--- config.mk ---
export PLATFORM = sky130hd
export DESIGN_NAME = locality_arbiter
export DESIGN_NICKNAME = d
export VERILOG_FILES = /design/src/rtl/lar_pkg.sv /design/src/rtl/lar_addr_dec.sv /design/src/rtl/lar_own_core.sv /design/src/rtl/lar_view.sv /design/src/rtl/locality_arbiter.sv
export SDC_FILE = /design/constraint.sdc
export NUM_CORES = 1
export LEC_CHECK = 0
export BUFFER_PORTS_ARGS = -buffer_cell sky130_fd_sc_hd__buf_2
export CORE_ASPECT_RATIO = 0.6
export CORE_MARGIN = 10
export CORE_UTILIZATION = 49
export CTS_BUF_LIST = sky130_fd_sc_hd__clkbuf_16
export DETAILED_ROUTE_END_ITERATION = 12
export PLACE_DENSITY_LB_ADDON = 0.3
export SYNTH_ARGS = -nofsm -noshare
export SYNTH_HDL_FRONTEND = slang
export SYNTH_SLANG_ARGS = --single-unit
--- constraint.sdc ---
create_clock -name clk -period 4.9 [get_ports clk]
set_input_delay 1.47 -clock clk [delete_from_list [all_inputs] [get_ports clk]]
set_output_delay 1.47 -clock clk [all_outputs]
set_load 0.005 [all_outputs]
--- src/rtl/lar_pkg.sv ---
`timescale 1ns / 1ps
// Package: shared constants for the locality ownership arbiter.
// Holds the access-register bit positions that software decodes and the
// encoding that means "no owner".
package lar_pkg;
    localparam int REG_W    = 8;
    localparam int BIT_WANT = 1;
    localparam int BIT_PEND = 2;
    localparam int BIT_TAKE = 3;
    localparam int BIT_GONE = 4;
    localparam int BIT_OWN  = 5;
    localparam int BIT_VLD  = 7;
    localparam logic [REG_W-1:0] NO_OWNER = 8'hFF;
    localparam logic [REG_W-1:0] BAD_READ = 8'hFF;
endpackage

--- src/rtl/lar_addr_dec.sv ---
`timescale 1ns / 1ps
// Module: lar_addr_dec
// Splits a window address into a locality index and decides whether the
// access reaches a real access register. Assumes one register per window,
// at offset 0, and a locality that software may never write (HW_LOC).
module lar_addr_dec #(
    parameter int NUM_LOC  = 5,
    parameter int LOC_W    = 3,
    parameter int WIN_BITS = 12,
    parameter int HW_LOC   = 4,
    localparam int ADDR_W  = WIN_BITS + LOC_W
) (
    input  logic [ADDR_W-1:0] addr,
    input  logic              wr_en,
    output logic [LOC_W-1:0]  loc_idx,
    output logic              rd_hit,
    output logic              wr_hit
);
    logic [WIN_BITS-1:0] offset;
    logic                loc_ok;

    // Field extraction: locality from the high bits, offset from the low bits.
    assign loc_idx = addr[WIN_BITS +: LOC_W];
    assign offset  = addr[WIN_BITS-1:0];
    assign loc_ok  = int'(loc_idx) < NUM_LOC;

    // Read and write qualification.
    assign rd_hit = loc_ok && (offset == '0);
    assign wr_hit = wr_en && rd_hit && (int'(loc_idx) != HW_LOC);
endmodule

--- src/rtl/lar_own_core.sv ---
`timescale 1ns / 1ps
// Module: lar_own_core
// Ownership state machine. Holds the owner, wants/take-over/forced-out
// flags per locality and the pending take-over target. Within a cycle the
// abort-done transfer is applied first, then the write bits in the order
// release, forced-out clear, take-over, wants. Assumes wr_loc < NUM_LOC
// whenever wr_hit is high.
module lar_own_core
    import lar_pkg::*;
#(
    parameter int NUM_LOC = 5,
    parameter int LOC_W   = 3
) (
    input  logic               clk,
    input  logic               rst_n,
    input  logic               wr_hit,
    input  logic [LOC_W-1:0]   wr_loc,
    input  logic [REG_W-1:0]   wr_data,
    input  logic               abort_done,
    output logic               own_vld,
    output logic [LOC_W-1:0]   own_idx,
    output logic [NUM_LOC-1:0] req_vec,
    output logic [NUM_LOC-1:0] gone_vec,
    output logic               abort_req,
    output logic [NUM_LOC-1:0] chg_vec
);
    logic               vld_q, n_vld;
    logic [LOC_W-1:0]   idx_q, n_idx;
    logic [NUM_LOC-1:0] req_q, n_req;
    logic [NUM_LOC-1:0] take_q, n_take;
    logic [NUM_LOC-1:0] gone_q, n_gone;
    logic               ab_q, n_ab;
    logic [LOC_W-1:0]   nxt_q, n_nxt;
    logic [NUM_LOC-1:0] chg_q, n_chg;
    logic               top_vld, hi_take, take_ok, is_owner;
    logic [LOC_W-1:0]   top_idx;
    logic               unused_bits;

    assign unused_bits = ^{wr_data[7:6], wr_data[BIT_PEND], wr_data[0]};

    // Next-state computation for ownership and all per-locality flags.
    always_comb begin
        n_vld   = vld_q;
        n_idx   = idx_q;
        n_req   = req_q;
        n_take  = take_q;
        n_gone  = gone_q;
        n_ab    = ab_q;
        n_nxt   = nxt_q;
        n_chg   = '0;
        top_vld = 1'b0;
        top_idx = '0;
        hi_take = 1'b0;
        take_ok = 1'b0;
        is_owner = 1'b0;

        if (ab_q && abort_done) begin
            if (n_vld && (n_idx != nxt_q)) begin
                n_gone[n_idx] = 1'b1;
            end
            if (!n_vld || (n_idx != nxt_q)) begin
                n_chg[nxt_q] = 1'b1;
            end
            n_req[nxt_q]  = 1'b0;
            n_take[nxt_q] = 1'b0;
            n_vld = 1'b1;
            n_idx = nxt_q;
            n_ab  = 1'b0;
        end

        if (wr_hit) begin
            is_owner = n_vld && (n_idx == wr_loc);
            if (wr_data[BIT_OWN]) begin
                if (is_owner) begin
                    n_req[wr_loc] = 1'b0;
                    for (int i = 0; i < NUM_LOC; i++) begin
                        if (n_req[i]) begin
                            top_vld = 1'b1;
                            top_idx = LOC_W'(i);
                        end
                    end
                    n_chg = '0;
                    n_vld = top_vld;
                    n_idx = top_idx;
                    if (top_vld) begin
                        n_req[top_idx]  = 1'b0;
                        n_take[top_idx] = 1'b0;
                        n_chg[top_idx]  = 1'b1;
                    end
                end else begin
                    n_req[wr_loc] = 1'b0;
                end
            end
            if (wr_data[BIT_GONE]) begin
                n_gone[wr_loc] = 1'b0;
            end
            if (wr_data[BIT_TAKE]) begin
                for (int i = 0; i < NUM_LOC; i++) begin
                    if (i > int'(wr_loc) && n_take[i]) begin
                        hi_take = 1'b1;
                    end
                end
                take_ok = (!n_vld || (wr_loc > n_idx)) && !n_take[wr_loc] && !hi_take;
                if (take_ok) begin
                    for (int i = 0; i < NUM_LOC; i++) begin
                        if (i < int'(wr_loc)) begin
                            n_take[i] = 1'b0;
                        end
                    end
                    n_take[wr_loc] = 1'b1;
                    n_ab  = 1'b1;
                    n_nxt = wr_loc;
                end
            end
            if (wr_data[BIT_WANT] && !(n_vld && (n_idx == wr_loc))) begin
                if (n_vld) begin
                    n_req[wr_loc] = 1'b1;
                end else begin
                    n_vld = 1'b1;
                    n_idx = wr_loc;
                    n_req[wr_loc]  = 1'b0;
                    n_take[wr_loc] = 1'b0;
                    n_chg = '0;
                    n_chg[wr_loc]  = 1'b1;
                end
            end
        end
    end

    // State registers with synchronous active-low reset.
    always_ff @(posedge clk) begin
        if (!rst_n) begin
            vld_q  <= 1'b0;
            idx_q  <= '0;
            req_q  <= '0;
            take_q <= '0;
            gone_q <= '0;
            ab_q   <= 1'b0;
            nxt_q  <= '0;
            chg_q  <= '0;
        end else begin
            vld_q  <= n_vld;
            idx_q  <= n_idx;
            req_q  <= n_req;
            take_q <= n_take;
            gone_q <= n_gone;
            ab_q   <= n_ab;
            nxt_q  <= n_nxt;
            chg_q  <= n_chg;
        end
    end

    // Output mapping.
    assign own_vld   = vld_q;
    assign own_idx   = idx_q;
    assign req_vec   = req_q;
    assign gone_vec  = gone_q;
    assign abort_req = ab_q;
    assign chg_vec   = chg_q;
endmodule

--- src/rtl/lar_view.sv ---
`timescale 1ns / 1ps
// Module: lar_view
// Builds the per-locality register images, the live other-waiting bit and
// the owner outputs. Purely combinational; assumes own_idx < NUM_LOC
// whenever own_vld is high.
module lar_view
    import lar_pkg::*;
#(
    parameter int NUM_LOC = 5,
    parameter int LOC_W   = 3
) (
    input  logic               own_vld,
    input  logic [LOC_W-1:0]   own_idx,
    input  logic [NUM_LOC-1:0] req_vec,
    input  logic [NUM_LOC-1:0] gone_vec,
    input  logic [LOC_W-1:0]   rd_loc,
    input  logic               rd_hit,
    output logic [REG_W-1:0]   rd_data,
    output logic [REG_W-1:0]   active_loc,
    output logic [NUM_LOC-1:0] loc_active
);
    logic [REG_W-1:0] img [NUM_LOC];

    // Owner index on the wide status port.
    assign active_loc = own_vld ? {{(REG_W-LOC_W){1'b0}}, own_idx} : NO_OWNER;

    for (genvar g = 0; g < NUM_LOC; g++) begin : g_loc
        logic others;
        // Ownership flag and other-waiting flag for this locality.
        assign loc_active[g] = own_vld && (int'(own_idx) == g);
        assign others        = |(req_vec & ~(NUM_LOC'(1) << g));
        // Register image of this locality.
        always_comb begin
            img[g]           = '0;
            img[g][BIT_VLD]  = 1'b1;
            img[g][BIT_OWN]  = loc_active[g];
            img[g][BIT_GONE] = gone_vec[g];
            img[g][BIT_PEND] = others;
            img[g][BIT_WANT] = req_vec[g];
        end
    end

    // Read mux over the valid windows.
    always_comb begin
        rd_data = BAD_READ;
        for (int i = 0; i < NUM_LOC; i++) begin
            if (rd_hit && (int'(rd_loc) == i)) begin
                rd_data = img[i];
            end
        end
    end
endmodule

--- src/rtl/locality_arbiter.sv ---
`timescale 1ns / 1ps
// Module: locality_arbiter (top)
// Arbitrates ownership of a shared register interface among NUM_LOC
// localities addressed through per-locality windows. Take-over requests
// go through an abort handshake with the command engine; ownership moves
// on the abort-done strobe.
module locality_arbiter
    import lar_pkg::*;
#(
    parameter int NUM_LOC  = 5,
    parameter int WIN_BITS = 12,
    parameter int HW_LOC   = 4,
    localparam int LOC_W   = $clog2(NUM_LOC),
    localparam int ADDR_W  = WIN_BITS + LOC_W
) (
    input  logic               clk,
    input  logic               rst_n,
    input  logic               wr_en,
    input  logic [ADDR_W-1:0]  addr,
    input  logic [REG_W-1:0]   wr_data,
    output logic [REG_W-1:0]   rd_data,
    input  logic               abort_done,
    output logic               abort_req,
    output logic [REG_W-1:0]   active_loc,
    output logic [NUM_LOC-1:0] loc_active,
    output logic [NUM_LOC-1:0] loc_req,
    output logic [NUM_LOC-1:0] loc_seized,
    output logic [NUM_LOC-1:0] loc_changed
);
    logic [LOC_W-1:0] loc_idx;
    logic             rd_hit, wr_hit;
    logic             own_vld;
    logic [LOC_W-1:0] own_idx;

    lar_addr_dec #(
        .NUM_LOC (NUM_LOC),
        .LOC_W   (LOC_W),
        .WIN_BITS(WIN_BITS),
        .HW_LOC  (HW_LOC)
    ) u_dec (
        .addr   (addr),
        .wr_en  (wr_en),
        .loc_idx(loc_idx),
        .rd_hit (rd_hit),
        .wr_hit (wr_hit)
    );

    lar_own_core #(
        .NUM_LOC(NUM_LOC),
        .LOC_W  (LOC_W)
    ) u_core (
        .clk       (clk),
        .rst_n     (rst_n),
        .wr_hit    (wr_hit),
        .wr_loc    (loc_idx),
        .wr_data   (wr_data),
        .abort_done(abort_done),
        .own_vld   (own_vld),
        .own_idx   (own_idx),
        .req_vec   (loc_req),
        .gone_vec  (loc_seized),
        .abort_req (abort_req),
        .chg_vec   (loc_changed)
    );

    lar_view #(
        .NUM_LOC(NUM_LOC),
        .LOC_W  (LOC_W)
    ) u_view (
        .own_vld   (own_vld),
        .own_idx   (own_idx),
        .req_vec   (loc_req),
        .gone_vec  (loc_seized),
        .rd_loc    (loc_idx),
        .rd_hit    (rd_hit),
        .rd_data   (rd_data),
        .active_loc(active_loc),
        .loc_active(loc_active)
    );
endmodule

; Word-level counts from Yosys, hierarchy flattened
; Index checks and enable logic that the tools add are counted.
[word_totals]
ff_bits = 28
out_inout_bits = 37
[classes]
magnitude_cmp = 19
eq_ne = 12
mux = 105
bitwise_logic = 14
reduce_logical = 44
[op_table]
columns = op, n
row1 = 2-to-1 mux 5 bit, 31
row2 = 2-to-1 mux 1 bit, 50
row3 = AND 5 bit, 8
row4 = 2-to-1 mux 8 bit, 5
row5 = 2-to-1 mux 3 bit, 11
row6 = logical AND 1 bit, 28
row7 = OR reduction 4 bit, 5
row8 = "== test 3 bit, second input constant", 6
row9 = "< comparator 3 x 4 -> 1 bit, second input constant", 4
row10 = inverter 5 bit, 3
row11 = bitwise OR 5 bit, 3
row12 = demux 1 bit (select 3 bit), 4
row13 = "greater-or-equal comparator 3 x 1 -> 1 bit, second input constant", 4
row14 = logical NOT 12 bit, 1
row15 = 2-to-1 mux 7 bit, 1
row16 = "== test 3 x 2 -> 1 bit, second input constant", 2
row17 = == test 3 bit, 2
row18 = "greater-than comparator 2 x 3 -> 1 bit, first input constant", 2
row19 = logical NOT 3 bit, 2
row20 = "< comparator 1 x 3 -> 1 bit, first input constant", 2
row21 = "< comparator 2 x 3 -> 1 bit, first input constant", 2
row22 = logical NOT 1 bit, 5
row23 = 2-to-1 mux 2 bit, 2
row24 = binary-select mux 1 bit (select 3 bit), 1
row25 = 9 further kinds, 10

; Depth between registers and ports, before layout
[depth]
depth_word = 45
mapped_depth = 17

; By module
; A second synthesis with hierarchy kept.
[unflattened]
cells_unflattened = 353
hier_area_um2 = 2757.6
[modules_own_cells]
columns = module, n_inst, cells_each, area_each_um2, seq_area_each_um2
row1 = lar_own_core, 1, 298, 2329.7, 560.5
row2 = lar_view, 1, 45, 336.6, 0.0
row3 = lar_addr_dec, 1, 10, 91.3, 0.0

; Worst setup path before layout
; Ideal clock, no wire load.
[synth_path]
path_kind = in2reg
from = input abort_done
to = register u_core.take_q[0]
arrival_time_ns = 4.432
path_slack_ns = 0.349
stages = 16
path_buffers = 2
cell_sequence = buf_2 > and3_1 > a21oi_1 > a211oi_4 > and2_1 > clkbuf_1 > o21ai_0 > ha_1 > nor2b_1 > o21ai_0 > nand2b_1 > a21oi_1 > a211o_1 > a31o_4 > or3_1 > a211o_1
[synth_between]
elab_chain_cells = 36
elab_cells_between_ends = 75
cone_classes = 3 x order compare / 2 x eq/ne / 49 x mux / 5 x bitwise / 16 x reduce/logical
[synth_rtl]
columns = element, line_no
row1 = from (decl), locality_arbiter.sv:22  ; input logic abort_done,
row2 = logical AND 1 bit *, lar_own_core.sv:57  ; if (ab_q && abort_done) begin
row3 = 2-to-1 mux 5 bit, lar_own_core.sv:57
row4 = AND 5 bit (no source line), -
row5 = 2-to-1 mux 1 bit, lar_own_core.sv:77  ; if (n_req[i]) begin
row6 = 2-to-1 mux 2 bit (2 in series), lar_own_core.sv:77
row7 = 2-to-1 mux 3 bit, lar_own_core.sv:77
row8 = 2-to-1 mux 3 bit, lar_own_core.sv:74  ; if (is_owner) begin
row9 = 2-to-1 mux 3 bit, lar_own_core.sv:73  ; if (wr_data[BIT_OWN]) begin
row10 = [19 not listed], -
row11 = logical AND 1 bit, lar_own_core.sv:103  ; take_ok = (!n_vld || (wr_loc > n_idx)) && !n_take[wr_loc] && !hi_take;
row12 = 2-to-1 mux 5 bit, lar_own_core.sv:104  ; if (take_ok) begin
row13 = 2-to-1 mux 5 bit, lar_own_core.sv:97  ; if (wr_data[BIT_TAKE]) begin
row14 = 2-to-1 mux 5 bit, lar_own_core.sv:71  ; if (wr_hit) begin
row15 = AND 5 bit (no source line), -
row16 = 2-to-1 mux 5 bit, lar_own_core.sv:116  ; if (n_vld) begin
row17 = 2-to-1 mux 5 bit, lar_own_core.sv:115  ; if (wr_data[BIT_WANT] && !(n_vld && (n_idx == wr_loc))) begin
row18 = 2-to-1 mux 5 bit *, lar_own_core.sv:71
row19 = to (signal assigned), lar_own_core.sv:145  ; take_q <= n_take;
row20 = to (decl), lar_own_core.sv:30  ; logic [NUM_LOC-1:0] take_q, n_take;
; Mark *: on every way between the ends. The rest lies on a longest branch, timed or not. The select of a mux whose other input is x is not followed.
; A chain may end at the register's enable or synchronous reset.

; Worst setup path after layout
[layout_path]
from = input addr[13]
to = output rd_data[2]
[layout_between]
elab_chain_cells = 8
elab_cells_between_ends = 17
cone_classes = 1 x order compare / 4 x eq/ne / 5 x mux / 7 x reduce/logical
[layout_rtl]
columns = element, line_no
row1 = from (decl), locality_arbiter.sv:19  ; input logic [ADDR_W-1:0] addr,
row2 = < comparator 3 bit, lar_addr_dec.sv:25  ; assign loc_ok = int'(loc_idx) < NUM_LOC;
row3 = logical AND 1 bit, lar_addr_dec.sv:28  ; assign rd_hit = loc_ok && (offset == '0);
row4 = logical AND 1 bit, lar_view.sv:47  ; if (rd_hit && (int'(rd_loc) == i)) begin
row5 = 2-to-1 mux 7 bit, lar_view.sv:47
row6 = 2-to-1 mux 8 bit (3 in series), lar_view.sv:47
row7 = 2-to-1 mux 8 bit *, lar_view.sv:47
row8 = to (decl), locality_arbiter.sv:21  ; output logic [REG_W-1:0] rd_data,
; Mark *: on every way between the ends. The rest lies on a longest branch, timed or not.

==> impl_metrics.json <==
{
  "drive_gt1_share_pct": 27.6,
  "utilization_pct": 61.9,
  "cts_buffer_depth": 2,
  "status": "complete, no violations",
  "fp.dieH_microns": 74.2,
  "cts_setup_buffers": 0,
  "clk_pin_slew_ns": 0.07,
  "area_growth_pct": 20.1,
  "synth-edff-count": 0,
  "synth_area_sq_um": 2400,
  "syn-num-nets": 345,
  "io-pin-count": 64,
  "cts_buffers": 3,
  "synth_async_sr_flop_share_pct": 0,
  "cts_tree": "yes",
  "clockRootBuffer": "clkbuf_16",
  "antenna_found_initial": 0,
  "startpoint_type": "input port",
  "nFillCells": 453,
  "finalHoldViolCount": 0,
  "drc_errors": 0,
  "fmax_mhz": 223,
  "grt_usage_pct": 21.4,
  "io_buffers": 58,
  "fin_crit_sh_pct": 91.4,
  "synthXorXnorAreaFrac_pct": 2.19,
  "wl_microns": 8660,
  "yosysSeqAreaShare_pct": 23.3,
  "dp.cells": 428,
  "rsz0062_at_grt": "no",
  "p_total_mw": 0.542,
  "avgViaCountPerCell": 6.36,
  "startpoint": "addr[13]",
  "synth_mux_area_share_pct": 3.02,
  "clock_skew_ns": 0.00424,
  "synth_warnings": 0,
  "arrival_ns": 3.01,
  "grt_overflow": 0,
  "synth_top_area_share_pct": 23.3,
  "power.density_nw_per_um2": 188,
  "cp.required_ns": 3.43,
  "synth_top_family_by_area": "simple AND/OR/NAND/NOR gates",
  "synthTopCellsByArea": "dfxtp_1 (23%), nand2_1 (5.6%), nor2_1 (4.7%)",
  "fp.coreArea_sq_um": 4660,
  "hold_buffers": 0,
  "ys_types": 68,
  "ff2ff_path_depth": 14,
  "reg2reg_from": "u_core.nxt_q[0]",
  "place_hpwl_microns": 6700,
  "nets": 400,
  "fin_setup_tns_ns": 0,
  "stdcell_count": 432,
  "holdCritPathClass": "reg -> reg",
  "r2r-end": "u_core.take_q[1]",
  "leakage_nw": 1.23,
  "worstSetupPathType": "in -> out",
  "ir_worst_vdd_mv": 0.117,
  "globalplace.congestion": 0.934,
  "grt_max_degree": 24,
  "grt_pass1_wl_microns": 13900,
  "die_w_microns": 110,
  "synthAdderAreaFrac_pct": 1.56,
  "vias": 2746,
  "grt_pass1_vias": 2581,
  "cp_max_fo": 19,
  "setup_viol": 0,
  "ys_ff_latch": 28,
  "wl_per_cell_microns": 20.0,
  "fin_crit_ns": 4.48,
  "drv_slew": 0,
  "start_util_pct": 51.6,
  "worst_slew_pin_slew_ns": 1.12,
  "cts_max_level": 1,
  "min_from": "u_core.take_q[4]",
  "end_kind": "output pin",
  "cts_resized": 0,
  "drt_iter0_drc": 265,
  "max-slew-margin-rel_pct": 24.4,
  "synth_compound_area_share_pct": 29.1,
  "synth_area_per_cell_sq_um": 7.63,
  "reg2reg_slack_ns": 1.38,
  "synth-simple-area-share_pct": 32.6,
  "yosysMostFrequentCell": "nand2_1",
  "finalHoldWorstSlack_ns": 0.493,
  "die_area_sq_um": 8200,
  "ant_nets": 0,
  "yosys.area.top_type": "dfxtp_1",
  "cts_num_sinks": 28,
  "diodes": 0,
  "maxCapViolCount": 0,
  "row_count": 19,
  "worstSetupEndpoint": "rd_data[2]",
  "clk_latency_ns": 0.27,
  "syn_inst": 315,
  "drt-pass1-iter-count": 5,
  "synthFlopType": "dfxtp_1",
  "synth_common_cells": "nand2_1 (36), nor2_1 (30), dfxtp_1 (28)"
}
==> sequential cells by signal (all words and copies together) (netlist names) <==
name              count
u_core.chg_vec        5
u_core.gone_vec       5
u_core.req_vec        5
u_core.take_q         5
u_core.nxt_q          3
u_core.own_idx        3
u_core.abort_req      1
u_core.own_vld        1
==> routing by layer <==
metal  share of wire [%]  GRT usage (%)  vias to the layer above
li1                    -              -                     1273
met1                  45           30.7                     1295
met2                  43           32.7                      169
met3                  12           4.49                        9
met4                0.47           3.12                        0
met5                   0              0                        -
==> cell type report <==
| type | count | area (sq um) | area share, % |
|---|---|---|---|
| clock inverter | 1 | 30.0 | 1.04 |
| timing repair buffer | 81 | 463 | 16.0 |
| inverter | 8 | 30.0 | 1.04 |
| sequential | 28 | 561 | 19.4 |
| multi-input combinational | 248 | 1650 | 57.1 |
| clock buffer | 3 | 75.1 | 2.60 |
| tap | 63 | 78.8 | 2.73 |
==> worst min path at each step <==
| stage | slack [ns] | endpoint | depth (start not counted) |
|---|---|---|---|
| after floorplan | 0.46 | u_core.take_q[4] | 1 |
| after global placement | 0.48 | u_core.take_q[4] | 1 |
| after detailed placement | 0.48 | u_core.take_q[4] | 1 |
| after CTS | 0.49 | u_core.take_q[4] | 1 |
| after global routing | 0.52 | u_core.take_q[4] | 1 |
| final | 0.49 | u_core.take_q[4] | 1 |
==> per-stage QoR <==
stage | instance area, sq um | setup slack (ns)
after CTS | 2890 | 0.437
after floorplan | 2400 | 0.349
after global placement | 2780 | 0.255
after detailed placement | 2780 | 0.239
final | 2890 | 0.419
after global routing | 2890 | 0.182
==> worst max-delay path, cell delays in order <==
cell and delay, ns:
buf_2 0.35, nor2b_1 0.08, a2111oi_0 0.38, a21oi_1 0.08
o32a_1 0.30, o32ai_1 0.14, nand2_1 0.08, buf_2 0.13
==> report_power, final <==
part	internal [mW]	switching (mW)
logic	0.0241	0.0388
clock network	0.163	0.0887
registers	0.227	0.00000776
total	0.415	0.127
==> layout by cell type, fill, tap and decap left out, drive strengths merged, types with 6 or more instances in the layout <==
| cell | n |
|---|---|
| nand2 | 36 |
| and2 | 7 |
| nor3 | 9 |
| a21oi | 15 |
| nor2 | 30 |
| inv | 8 |
| dfxtp | 28 |
| nand3 | 9 |
| o21ai | 14 |
| o22ai | 6 |
| nand2b | 7 |
| buf | 81 |
| nor4 | 8 |
==> kinds of logic (layout without fill, tap and decap cells) <==
logic type                 Yosys count  in the layout
xor gates and xnor gates             6              6
and+or+nand+nor                    144            144
buffers and inverters               39             93
muxes                                6              6
adders and majority gates            3              3
DFF                                 28             28
other                                1              1
AOI/OAI and AO/OA                   88             88
Note: power is estimated with default switching activity, not from simulation.
